$ cat config.mk
export PLATFORM = sky130hd
export DESIGN_NAME = sys_tick_timer
export DESIGN_NICKNAME = d
export VERILOG_FILES = /design/src/rtl/tick_timer_pkg.sv /design/src/rtl/tt_bus_decode.sv /design/src/rtl/tt_ctrl_reg.sv /design/src/rtl/tt_counter.sv /design/src/rtl/tt_calib.sv /design/src/rtl/sys_tick_timer.sv
export SDC_FILE = /design/constraint.sdc
export NUM_CORES = 1
export LEC_CHECK = 0
export BUFFER_PORTS_ARGS = -buffer_cell sky130_fd_sc_hd__buf_4
export CAP_MARGIN = 20
export CORE_MARGIN = 3
export CORE_UTILIZATION = 40
export DETAILED_ROUTE_END_ITERATION = 10
export PLACE_DENSITY = 0.67
export SLEW_MARGIN = 20
export SYNTH_ARGS = -nofsm -noshare
export SYNTH_HDL_FRONTEND = slang
export SYNTH_HIERARCHICAL = 1
export SYNTH_SLANG_ARGS = --single-unit
export TNS_END_PERCENT = 50
$ cat constraint.sdc
create_clock -name clk -period 5.4 [get_ports clk]
set_input_delay 1.08 -clock clk [delete_from_list [all_inputs] [get_ports clk]]
set_output_delay 1.08 -clock clk [all_outputs]
set_load 0.01 [all_outputs]
$ cat src/rtl/tick_timer_pkg.sv
// Package: tick_timer_pkg
// Shared offsets, bit positions and the decoded register selector for the
// system tick timer. Assumes byte offsets on a 32-bit word bus.
package tick_timer_pkg;

    localparam int unsigned WORD_W = 32;

    // Word offsets decoded by the bus front end
    localparam int unsigned OFF_CTRL   = 'h0;
    localparam int unsigned OFF_RELOAD = 'h4;
    localparam int unsigned OFF_COUNT  = 'h8;
    localparam int unsigned OFF_CALIB  = 'hC;

    // Control/status bit positions
    localparam int unsigned CTL_EN_BIT   = 0;
    localparam int unsigned CTL_IE_BIT   = 1;
    localparam int unsigned CTL_SRC_BIT  = 2;
    localparam int unsigned CTL_FLAG_BIT = 16;

    // Calibration bit positions
    localparam int unsigned CAL_NOREF_BIT = 31;
    localparam int unsigned CAL_SKEW_BIT  = 30;

    typedef enum logic [2:0] {
        RSEL_NONE,
        RSEL_CTRL,
        RSEL_RELOAD,
        RSEL_COUNT,
        RSEL_CALIB
    } reg_sel_e;

    typedef struct packed {
        logic rd_ctrl;
        logic wr_ctrl;
        logic wr_reload;
        logic wr_count;
    } bus_strobe_t;

endpackage

$ cat src/rtl/tt_bus_decode.sv
// Module: tt_bus_decode
// Decodes one bus access into a read selector and write/read strobes.
// Unprivileged accesses get an error and raise no strobe. Assumes the
// access is complete in a single cycle and the response is combinational.
module tt_bus_decode
    import tick_timer_pkg::*;
#(
    parameter int unsigned ADDR_W = 8
) (
    input  logic              bus_sel,
    input  logic              bus_wr,
    input  logic              bus_user,
    input  logic [ADDR_W-1:0] bus_addr,
    output reg_sel_e          rsel,
    output bus_strobe_t       strobe,
    output logic              err
);

    localparam logic [ADDR_W-1:0] A_CTRL   = ADDR_W'(OFF_CTRL);
    localparam logic [ADDR_W-1:0] A_RELOAD = ADDR_W'(OFF_RELOAD);
    localparam logic [ADDR_W-1:0] A_COUNT  = ADDR_W'(OFF_COUNT);
    localparam logic [ADDR_W-1:0] A_CALIB  = ADDR_W'(OFF_CALIB);

    logic granted;

    // Privileged, valid access
    assign granted = bus_sel & ~bus_user;
    assign err     = bus_sel & bus_user;

    // Map the offset onto a register selector
    always_comb begin
        rsel = RSEL_NONE;
        if (granted) begin
            case (bus_addr)
                A_CTRL:   rsel = RSEL_CTRL;
                A_RELOAD: rsel = RSEL_RELOAD;
                A_COUNT:  rsel = RSEL_COUNT;
                A_CALIB:  rsel = RSEL_CALIB;
                default:  rsel = RSEL_NONE;
            endcase
        end
    end

    // Turn the selector and direction into side-effect strobes
    always_comb begin
        strobe.rd_ctrl   = (rsel == RSEL_CTRL)   & ~bus_wr;
        strobe.wr_ctrl   = (rsel == RSEL_CTRL)   &  bus_wr;
        strobe.wr_reload = (rsel == RSEL_RELOAD) &  bus_wr;
        strobe.wr_count  = (rsel == RSEL_COUNT)  &  bus_wr;
    end

endmodule

$ cat src/rtl/tt_ctrl_reg.sv
// Module: tt_ctrl_reg
// Holds enable, interrupt enable, clock source and the sticky wrap flag,
// and produces the one-cycle interrupt pulse. A wrap outranks any flag
// clear in the same cycle. Without a reference tick the source bit is
// tied to the core clock.
module tt_ctrl_reg #(
    parameter bit HAS_REF = 1'b1
) (
    input  logic       clk,
    input  logic       rst_n,
    input  logic       wr_ctrl,
    input  logic       rd_ctrl,
    input  logic       wr_count,
    input  logic [2:0] wr_bits,
    input  logic       wrap,
    output logic       en,
    output logic       ie,
    output logic       src,
    output logic       flag,
    output logic       irq,
    output logic       start,
    output logic       stop
);

    // Enable edges seen by the counter
    assign start = wr_ctrl &  wr_bits[0] & ~en;
    assign stop  = wr_ctrl & ~wr_bits[0] &  en;

    // Writable control bits
    always_ff @(posedge clk) begin
        if (!rst_n) begin
            en  <= 1'b0;
            ie  <= 1'b0;
            src <= ~HAS_REF;
        end else if (wr_ctrl) begin
            en  <= wr_bits[0];
            ie  <= wr_bits[1];
            src <= HAS_REF ? wr_bits[2] : 1'b1;
        end
    end

    // Sticky wrap flag: set wins over read or count-write clear
    always_ff @(posedge clk) begin
        if (!rst_n) begin
            flag <= 1'b0;
        end else if (wrap) begin
            flag <= 1'b1;
        end else if (rd_ctrl || wr_count) begin
            flag <= 1'b0;
        end
    end

    // One-cycle interrupt pulse following a wrap
    always_ff @(posedge clk) begin
        if (!rst_n) begin
            irq <= 1'b0;
        end else begin
            irq <= wrap & ie;
        end
    end

    p_flag_set_r7: assert property (@(posedge clk) disable iff (!rst_n)
        wrap |=> flag);

    p_flag_clear_r4: assert property (@(posedge clk) disable iff (!rst_n)
        (rd_ctrl && !wrap) |=> !flag);

    p_irq_single_r7: assert property (@(posedge clk) disable iff (!rst_n)
        irq |=> !irq);

    p_irq_cause_r7: assert property (@(posedge clk) disable iff (!rst_n)
        $rose(irq) |-> $past(wrap));

endmodule

$ cat src/rtl/tt_counter.sv
// Module: tt_counter
// Reload register, down counter and run state. A count write outranks a
// tick in the same cycle. A load or wrap with a zero reload stops the
// counter; only a fresh enable edge restarts it. Assumes tick is already
// qualified by the selected clock source.
module tt_counter #(
    parameter int unsigned CNT_W = 24
) (
    input  logic             clk,
    input  logic             rst_n,
    input  logic             wr_reload,
    input  logic             wr_count,
    input  logic [CNT_W-1:0] wr_val,
    input  logic             start,
    input  logic             stop,
    input  logic             tick,
    output logic [CNT_W-1:0] count,
    output logic [CNT_W-1:0] reload,
    output logic             running,
    output logic             wrap
);

    localparam logic [CNT_W-1:0] CNT_ZERO = '0;
    localparam logic [CNT_W-1:0] CNT_ONE  = CNT_W'(1);

    logic advance;
    logic at_zero;
    logic at_one;
    logic reload_zero;

    // Step qualification and wrap detection
    assign at_zero     = (count == CNT_ZERO);
    assign at_one      = (count == CNT_ONE);
    assign reload_zero = (reload == CNT_ZERO);
    assign advance     = running & tick & ~wr_count;
    assign wrap        = advance & at_one;

    // Reload value register
    always_ff @(posedge clk) begin
        if (!rst_n) begin
            reload <= CNT_ZERO;
        end else if (wr_reload) begin
            reload <= wr_val;
        end
    end

    // Run state: enable edges, then zero-reload halts
    always_ff @(posedge clk) begin
        if (!rst_n) begin
            running <= 1'b0;
        end else if (stop) begin
            running <= 1'b0;
        end else if (start) begin
            running <= 1'b1;
        end else if (wr_count && reload_zero) begin
            running <= 1'b0;
        end else if (advance && reload_zero && (at_zero || at_one)) begin
            running <= 1'b0;
        end
    end

    // Counter: clear on write, else load from zero or decrement
    always_ff @(posedge clk) begin
        if (!rst_n) begin
            count <= CNT_ZERO;
        end else if (wr_count) begin
            count <= CNT_ZERO;
        end else if (advance) begin
            count <= at_zero ? reload : count - CNT_ONE;
        end
    end

    p_count_clear_r8: assert property (@(posedge clk) disable iff (!rst_n)
        wr_count |=> (count == CNT_ZERO));

    p_halt_hold_r9: assert property (@(posedge clk) disable iff (!rst_n)
        (!running && !wr_count) |=> $stable(count));

    p_reload_keep_r5: assert property (@(posedge clk) disable iff (!rst_n)
        !wr_reload |=> $stable(reload));

endmodule

$ cat src/rtl/tt_calib.sv
// Module: tt_calib
// Builds the constant calibration word from parameters: either the
// no-reference marker, or the tick count in 10 ms minus one plus a skew
// bit when the reference rate is not a whole multiple of 100 Hz.
module tt_calib
    import tick_timer_pkg::*;
#(
    parameter bit          HAS_REF = 1'b1,
    parameter int unsigned REF_HZ  = 32768,
    parameter int unsigned CNT_W   = 24
) (
    output logic [WORD_W-1:0] calib
);

    localparam int unsigned     TICKS_10MS = REF_HZ / 100;
    localparam logic [WORD_W-1:0] TENMS    = WORD_W'(TICKS_10MS) - WORD_W'(1);
    localparam bit              SKEW       = (REF_HZ % 100) != 0;

    generate
        if (HAS_REF) begin : g_ref
            // Count field and skew marker
            always_comb begin
                calib               = '0;
                calib[CNT_W-1:0]    = TENMS[CNT_W-1:0];
                calib[CAL_SKEW_BIT] = SKEW;
            end
        end else begin : g_noref
            // Only the no-reference marker
            always_comb begin
                calib                = '0;
                calib[CAL_NOREF_BIT] = 1'b1;
            end
        end
    endgenerate

endmodule

$ cat src/rtl/sys_tick_timer.sv
// Module: sys_tick_timer
// Top of the system tick timer: bus decode, control register, counter and
// calibration word, plus the read-data mux. Responses are combinational
// in the access cycle; side effects land on the next clock edge.
module sys_tick_timer
    import tick_timer_pkg::*;
#(
    parameter int unsigned ADDR_W  = 8,
    parameter int unsigned CNT_W   = 24,
    parameter bit          HAS_REF = 1'b1,
    parameter int unsigned REF_HZ  = 32768
) (
    input  logic              clk,
    input  logic              rst_n,
    input  logic              bus_sel,
    input  logic              bus_wr,
    input  logic              bus_user,
    input  logic [ADDR_W-1:0] bus_addr,
    input  logic [31:0]       bus_wdata,
    output logic [31:0]       bus_rdata,
    output logic              bus_err,
    input  logic              ref_tick,
    output logic              tick_irq
);

    reg_sel_e          rsel;
    bus_strobe_t       strobe;
    logic              en, ie, src, flag, start, stop;
    logic              tick, running, wrap;
    logic [CNT_W-1:0]  count, reload;
    logic [WORD_W-1:0] calib;
    logic [WORD_W-1:0] ctrl_word;
    logic              unused_wdata;

    assign unused_wdata = ^bus_wdata;

    tt_bus_decode #(.ADDR_W(ADDR_W)) u_dec (
        .bus_sel  (bus_sel),
        .bus_wr   (bus_wr),
        .bus_user (bus_user),
        .bus_addr (bus_addr),
        .rsel     (rsel),
        .strobe   (strobe),
        .err      (bus_err)
    );

    tt_ctrl_reg #(.HAS_REF(HAS_REF)) u_ctl (
        .clk      (clk),
        .rst_n    (rst_n),
        .wr_ctrl  (strobe.wr_ctrl),
        .rd_ctrl  (strobe.rd_ctrl),
        .wr_count (strobe.wr_count),
        .wr_bits  (bus_wdata[2:0]),
        .wrap     (wrap),
        .en       (en),
        .ie       (ie),
        .src      (src),
        .flag     (flag),
        .irq      (tick_irq),
        .start    (start),
        .stop     (stop)
    );

    // Tick qualifier: every core cycle, or reference pulses only
    assign tick = src | ref_tick;

    tt_counter #(.CNT_W(CNT_W)) u_cnt (
        .clk       (clk),
        .rst_n     (rst_n),
        .wr_reload (strobe.wr_reload),
        .wr_count  (strobe.wr_count),
        .wr_val    (bus_wdata[CNT_W-1:0]),
        .start     (start),
        .stop      (stop),
        .tick      (tick),
        .count     (count),
        .reload    (reload),
        .running   (running),
        .wrap      (wrap)
    );

    tt_calib #(.HAS_REF(HAS_REF), .REF_HZ(REF_HZ), .CNT_W(CNT_W)) u_cal (
        .calib (calib)
    );

    // Assemble the control/status word
    always_comb begin
        ctrl_word               = '0;
        ctrl_word[CTL_EN_BIT]   = en;
        ctrl_word[CTL_IE_BIT]   = ie;
        ctrl_word[CTL_SRC_BIT]  = src;
        ctrl_word[CTL_FLAG_BIT] = flag;
    end

    // Read-data mux; writes and denied accesses return zero
    always_comb begin
        bus_rdata = '0;
        if (!bus_wr) begin
            case (rsel)
                RSEL_CTRL:   bus_rdata = ctrl_word;
                RSEL_RELOAD: bus_rdata = WORD_W'(reload);
                RSEL_COUNT:  bus_rdata = WORD_W'(count);
                RSEL_CALIB:  bus_rdata = calib;
                default:     bus_rdata = '0;
            endcase
        end
    end

    p_user_err_r2: assert property (@(posedge clk) disable iff (!rst_n)
        (bus_sel && bus_user) |-> (bus_err && bus_rdata == '0));

    p_user_nostate_r2: assert property (@(posedge clk) disable iff (!rst_n)
        (bus_sel && bus_user) |=> $stable({en, ie, src, reload, running}));

    p_run_needs_en_r9: assert property (@(posedge clk) disable iff (!rst_n)
        running |-> en);

endmodule

* Yosys cells after proc, flatten, opt, wreduce, memory -nomap -nowiden
Index checks and enable logic that the tools add are counted.
** Storage, ports and cells
- Flip-flop bits (word level) :: 54
- Latch bits :: 0
- RAM bits :: 0
- ROM bits :: 0
- Bits of input ports :: 46
- Output and inout port bits :: 34
- Word-level logic and storage cells :: 60
- Memories :: 0
** Cells by class
- Add/sub/neg operators :: 1
- Multipliers :: 0
- Div/mod/pow operators :: 0
- Magnitude comparators :: 0
- Equal/unequal tests :: 8
- Shift operators :: 0
- Multiplexer cells :: 10
- Bitwise gates (word level) :: 21
- Reduce and logical (&&, ||, !) cells :: 12
** Operators by type and width (count)
- 31-bit one-hot mux with 4 select lines :: 1
- 24-bit zero test :: 2
- 31-bit 2-to-1 mux :: 1
- 24-bit by 1-bit equality test with 1-bit output, second input constant :: 1
- 24-bit 2-to-1 mux :: 1
- 24-bit by 1-bit subtractor with 24-bit output, second input constant :: 1
- 8-bit by 4-bit equality test with 1-bit output, second input constant :: 2
- 1-bit AND :: 14
- 3-bit one-hot mux with 4 select lines :: 1
- 8-bit by 3-bit equality test with 1-bit output, second input constant :: 1
- 8-bit zero test :: 1
- 3-bit by 2-bit equality test with 1-bit output, second input constant :: 2
- 1-bit NOT :: 6
- 1-bit 2-to-1 mux :: 5
- 2-bit OR reduction :: 2
- 3-bit by 1-bit equality test with 1-bit output, second input constant :: 1
- 3-bit equality test, second input constant :: 1
- 1-bit logical AND :: 3
- 3-bit 2-to-1 mux :: 1
- 3-bit nonzero test :: 1
- 1-bit logical OR :: 2
- 2-bit nonzero test :: 1
- 1-bit OR :: 1

* Depth between registers and ports, before layout
- Depth after elaboration :: 12
- Gate-level depth with buffers :: 9
- Gate-level depth less buffers :: 7

* Modules after synthesis
The synthesis kept the hierarchy.
** Modules (own cells, without submodules)
- tt_counter :: instances 1, cells an instance 280, area each 2503.7 µm², seq. area each 980.9 µm²
- sys_tick_timer :: instances 1, cells an instance 128, area each 1061.0 µm², seq. area each 0.0 µm²
- tt_calib :: instances 1, cells an instance 34, area each 247.7 µm², seq. area each 0.0 µm²
- tt_ctrl_reg :: instances 1, cells an instance 18, area each 197.7 µm², seq. area each 100.1 µm²
- tt_bus_decode :: instances 1, cells an instance 18, area each 163.9 µm², seq. area each 0.0 µm²

* Least setup slack after synthesis
No wires, ideal clock.
- Path type :: in2out
- Start :: input port bus_addr[7]
- End :: output port bus_rdata[3]
- Data arrival time :: 3112 ps
- Required time :: 4320 ps
- Setup slack :: 1208 ps
- Stages on the path :: 8
- Buffers on the path :: 3
- Path through :: or4b_1 -> buf_6 -> nor3_1 -> and3b_1 -> buf_6 -> buf_12 -> nand2_2 -> a21oi_2
** On the way
- Longest elaborated chain between the ends :: 6
- Elaborated cells on any way between the ends :: 12
- Those cells by class :: eq/ne: 7; mux: 4; reduce/logical: 1
** Ends and longest elaborated chain
- start, declared :: RTL line sys_tick_timer.sv:18 : input logic [ADDR_W-1:0] bus_addr,
- 8-bit by 4-bit equality test with 1-bit output, or another cell as far along :: RTL line tt_bus_decode.sv:34 : case (bus_addr)
- 3-bit one-hot mux with 4 select lines * :: RTL line tt_bus_decode.sv:34
- 3-bit 2-to-1 mux * :: RTL line tt_bus_decode.sv:33 : if (granted) begin
- net rsel[0] :: RTL line sys_tick_timer.sv:26 : reg_sel_e rsel;
- 3-bit equality test, or another cell as far along :: RTL line sys_tick_timer.sv:99 : case (rsel)
- 31-bit one-hot mux with 4 select lines * :: RTL line sys_tick_timer.sv:99
- 31-bit 2-to-1 mux * :: RTL line sys_tick_timer.sv:98 : if (!bus_wr) begin
- end, declared :: RTL line sys_tick_timer.sv:20 : output logic [31:0] bus_rdata,
The timed path passes the listed nets; every way through them passes the cells marked *.

* Final worst setup path
- Start :: input port bus_addr[7]
- End :: output port bus_rdata[14]
The elaborated chain is that of the path after synthesis.

==> impl_results.md <==
- Status: complete, no violations
- FP Rows: 36
- Iteration-0 DRC Markers: 374
- CP Capture Type: output pin
- Initial antenna violation count: 0
- PortBufs: 64
- Final wirelength: 10,800 um
- Ys Warns: 6
- Critical path startpoint category: input port
- Min cycle time layout: 4.65 ns
- Critical path type: in2out
- Switch share: 0.220
- Final nets: 571
- Hold Slack: 0.514 ns
- Total track usage: 0.184
- Final Skew: 0.00435 ns
- CTS Hold Bufs: 0
- Wire per inst: 16.5 um
- Number of global-route vias before repair: 3,548
- Num CTS Buffers: 5
- P&R area growth vs syn: 11.2%
- Mapped cell area: 4170 um^2
- Clk slew on worst S/H paths: 0.10 ns
- HPWL reported at the end of detailed placement: 8050 um
- Chip Height: 108 um
- Number of distinct library cells after synthesis: 70
- Slew headroom: 0.299
- # setup viols final: 0
- Final ANT Viol Nets: 0
- RR Startpoint: u_cnt/count[4]
- WP data required: 4.32 ns
- CP Max Fanout: 12
- Gr ovfl total: 0
- Drt first pass iters: 4
- H-tree depth: 2
- Tcrit/Tclk final: 0.861
- Crit path from: bus_addr[7]
- First-pass GRT wire length: 17,500 um
- Die Area: 11,700 um^2
- R2R Path End: u_cnt/count[6]
- Post-route setup TNS: 0 ns
- Via density: 5.64
- FF-to-FF setup slack: 2.21 ns
- Final hold vios: 0
- Worst skew pair latency: 0.31 ns
- DIE WIDTH: 108 um
- Number of clock sinks: 54
- N_diodes: 0
- Post-Syn Instances: 478
- Flops & latches, synth: 54
- Pins Over Slew Limit: 0
- Max clock buf depth: 2
- Post-synthesis area per instance: 8.73 um^2
- Gate power share: 0.064
- Post-CTS Setup Bufs: 0
- Post-CTS sizing: 0
- Clock share of power: 0.383
- Post-synth top flop: dfxtp_1
- Gpl congestion: 0.900
- Post-synth EDFFs: 0
- Via count: 3,702
- Internal power: 0.561 mW
- R2r worst-path depth: 5
- IR Drop Worst-Case VDD: 0.000101 V
- CP Capture Point: bus_rdata[14]
- Top cell by count, worst path: buf_4
- Worst path arrival time: 3.57 ns
- Root Driver: clkbuf_8
- CTS tree: built
- Net Switching: 0.159 mW
- Measured slew at the worst slew-check pin: 1.05 ns
- CP cell instances: buf_4 -> or4b_1 -> nor3_2 -> and3b_1 -> buf_4 -> nand2_1 -> a21oi_2 -> buf_4
- Largest net degree at the start of global routing: 41
- Core Area: 9950 um^2
- Max cap viols: 0
- Max Clock Freq: 215 MHz
- Async S/R FF share, synth: 0
- Unrepaired setup endpoints after global routing: false
- Fill cell count: 998
- Pleak: 1.65 nW
- Layout cells sized above 1: 0.283
- CP max-delay cell: or4b_1
- Initial core utilization: 0.419
- # DRC: 0
- Seq/Total Area, Yosys: 0.259
- PwrDens: 155 nW/um^2
- Power share of the sequential group: 0.553
- Crit path largest cell delay: 0.75 ns
- HP Class: reg2reg
- Io pins: 80
## layout by cell type, fill, tap and decap left out, drive strengths merged, types with 3 or more instances in the layout
cell type,synthesis,final
buf,53,72
dfxtp,54,54
nor2b,42,42
nand2,39,39
mux2i,35,35
conb,2,32
a21oi,31,31
nor2,22,22
a32oi,20,20
nor4,16,16
o21ai,13,13
inv,12,12
nand3,12,12
and2b,9,9
and2,9,9
a31oi,9,9
nor3,9,9
clkbuf,12,6
or4,6,6
o22ai,5,5
and4bb,4,4
a22oi,4,4
o31ai,4,4
and3b,3,3
or3,3,3
a211oi,3,3
a32o,3,3
ha,3,3
nor3b,3,3
mux2,3,3
nand4,3,3
## worst min-delay path by stage
| stage | startpoint | to | slack [ns] | cells past startpoint |
|---|---|---|---|---|
| finish | u_ctl/ie | u_ctl/irq | 0.51 | 1 |
| global route | u_cnt/count[22] | u_cnt/count[22] | 0.54 | 2 |
| CTS | u_cnt/count[22] | u_cnt/count[22] | 0.51 | 2 |
| detailed placement | u_ctl/ie | u_ctl/irq | 0.50 | 1 |
| global placement | u_ctl/ie | u_ctl/irq | 0.49 | 1 |
| floorplan | u_cnt/count[22] | u_cnt/count[22] | 0.46 | 2 |
## cells in the mapped netlist (10+ instances only)
cell type   n  share of area
nand2_2    10          0.015
a32oi_1    10          0.021
buf_4      36          0.065
mux2i_1    35          0.084
a32oi_2    10          0.039
o21ai_0    13          0.016
a21oi_1    10          0.012
nor2_1     22          0.020
nand2_1    29          0.026
clkbuf_1   12          0.011
inv_1      12          0.011
dfxtp_1    54           0.26
a21oi_2    21          0.044
nor4_1     13          0.019
nand3_1    12          0.014
nor2b_1    42          0.063
## per-layer routing
layer	vias to the layer above	global-route usage	wire length, um
met5	-	0	0
met1	1763	0.256	4990
met2	147	0.290	4910
met4	0	0.0514	165
met3	20	0.0382	743
li1	1772	-	-
## logic make-up (layout without fill, tap and decap cells)
group,count (synthesis),after routing,synth area share
AO/OA/AOI/OAI,111,111,0.222
XOR/XNOR,1,1,0.00210
AND/OR/NAND/NOR,192,192,0.289
other,2,32,0.00180
buffers and inverters,77,92,0.124
multiplexers,38,38,0.0929
adder cells (fa/ha/maj),3,3,0.00899
flip-flops,54,54,0.259
## worst max-delay path: cells and delay by family
kind,cells,cell delay (ns)
compound gates,1,0.14
buf+inv,3,0.50
simple gates,4,1.84
## sequential cells by signal, summed over array words and instances (netlist names)
name	cells
u_cnt/count	24
u_cnt/reload	24
u_cnt/running	1
u_ctl/en	1
u_ctl/flag	1
u_ctl/ie	1
u_ctl/irq	1
u_ctl/src	1
## layout make-up
class | count | area [um^2] | area share
Multi-Input combinational cell | 377 | 2700 | 0.581
Tap cell | 133 | 166 | 0.0359
Clock buffer | 6 | 72.6 | 0.0156
Clock inverter | 2 | 37.5 | 0.00809
Inverter | 12 | 45.0 | 0.00971
Sequential cell | 54 | 1080 | 0.233
Timing Repair Buffer | 72 | 541 | 0.116
## power by group through the flow
stage	Combinational (mW)	Clock [mW]	Sequential, mW
finish	0.0461	0.276	0.398
global route	0.0504	0.296	0.398
CTS	0.0454	0.283	0.398
detailed placement	0.0454	0	0.407
global placement	0.0444	0	0.407
floorplan	0.0359	0	0.407
## stage by stage
stage	instance area (um^2)	utilization	worst slack [ns]	power [mW]	cells
finish	4640	0.466	0.750	0.720	656
global route	4640	0.466	0.563	0.744	656
CTS	4640	0.466	0.735	0.727	656
detailed placement	4530	0.455	0.732	0.453	648
global placement	4530	0.455	0.726	0.452	648
floorplan	4290	-	1.21	0.443	508
(Power assumes the default switching activity.)
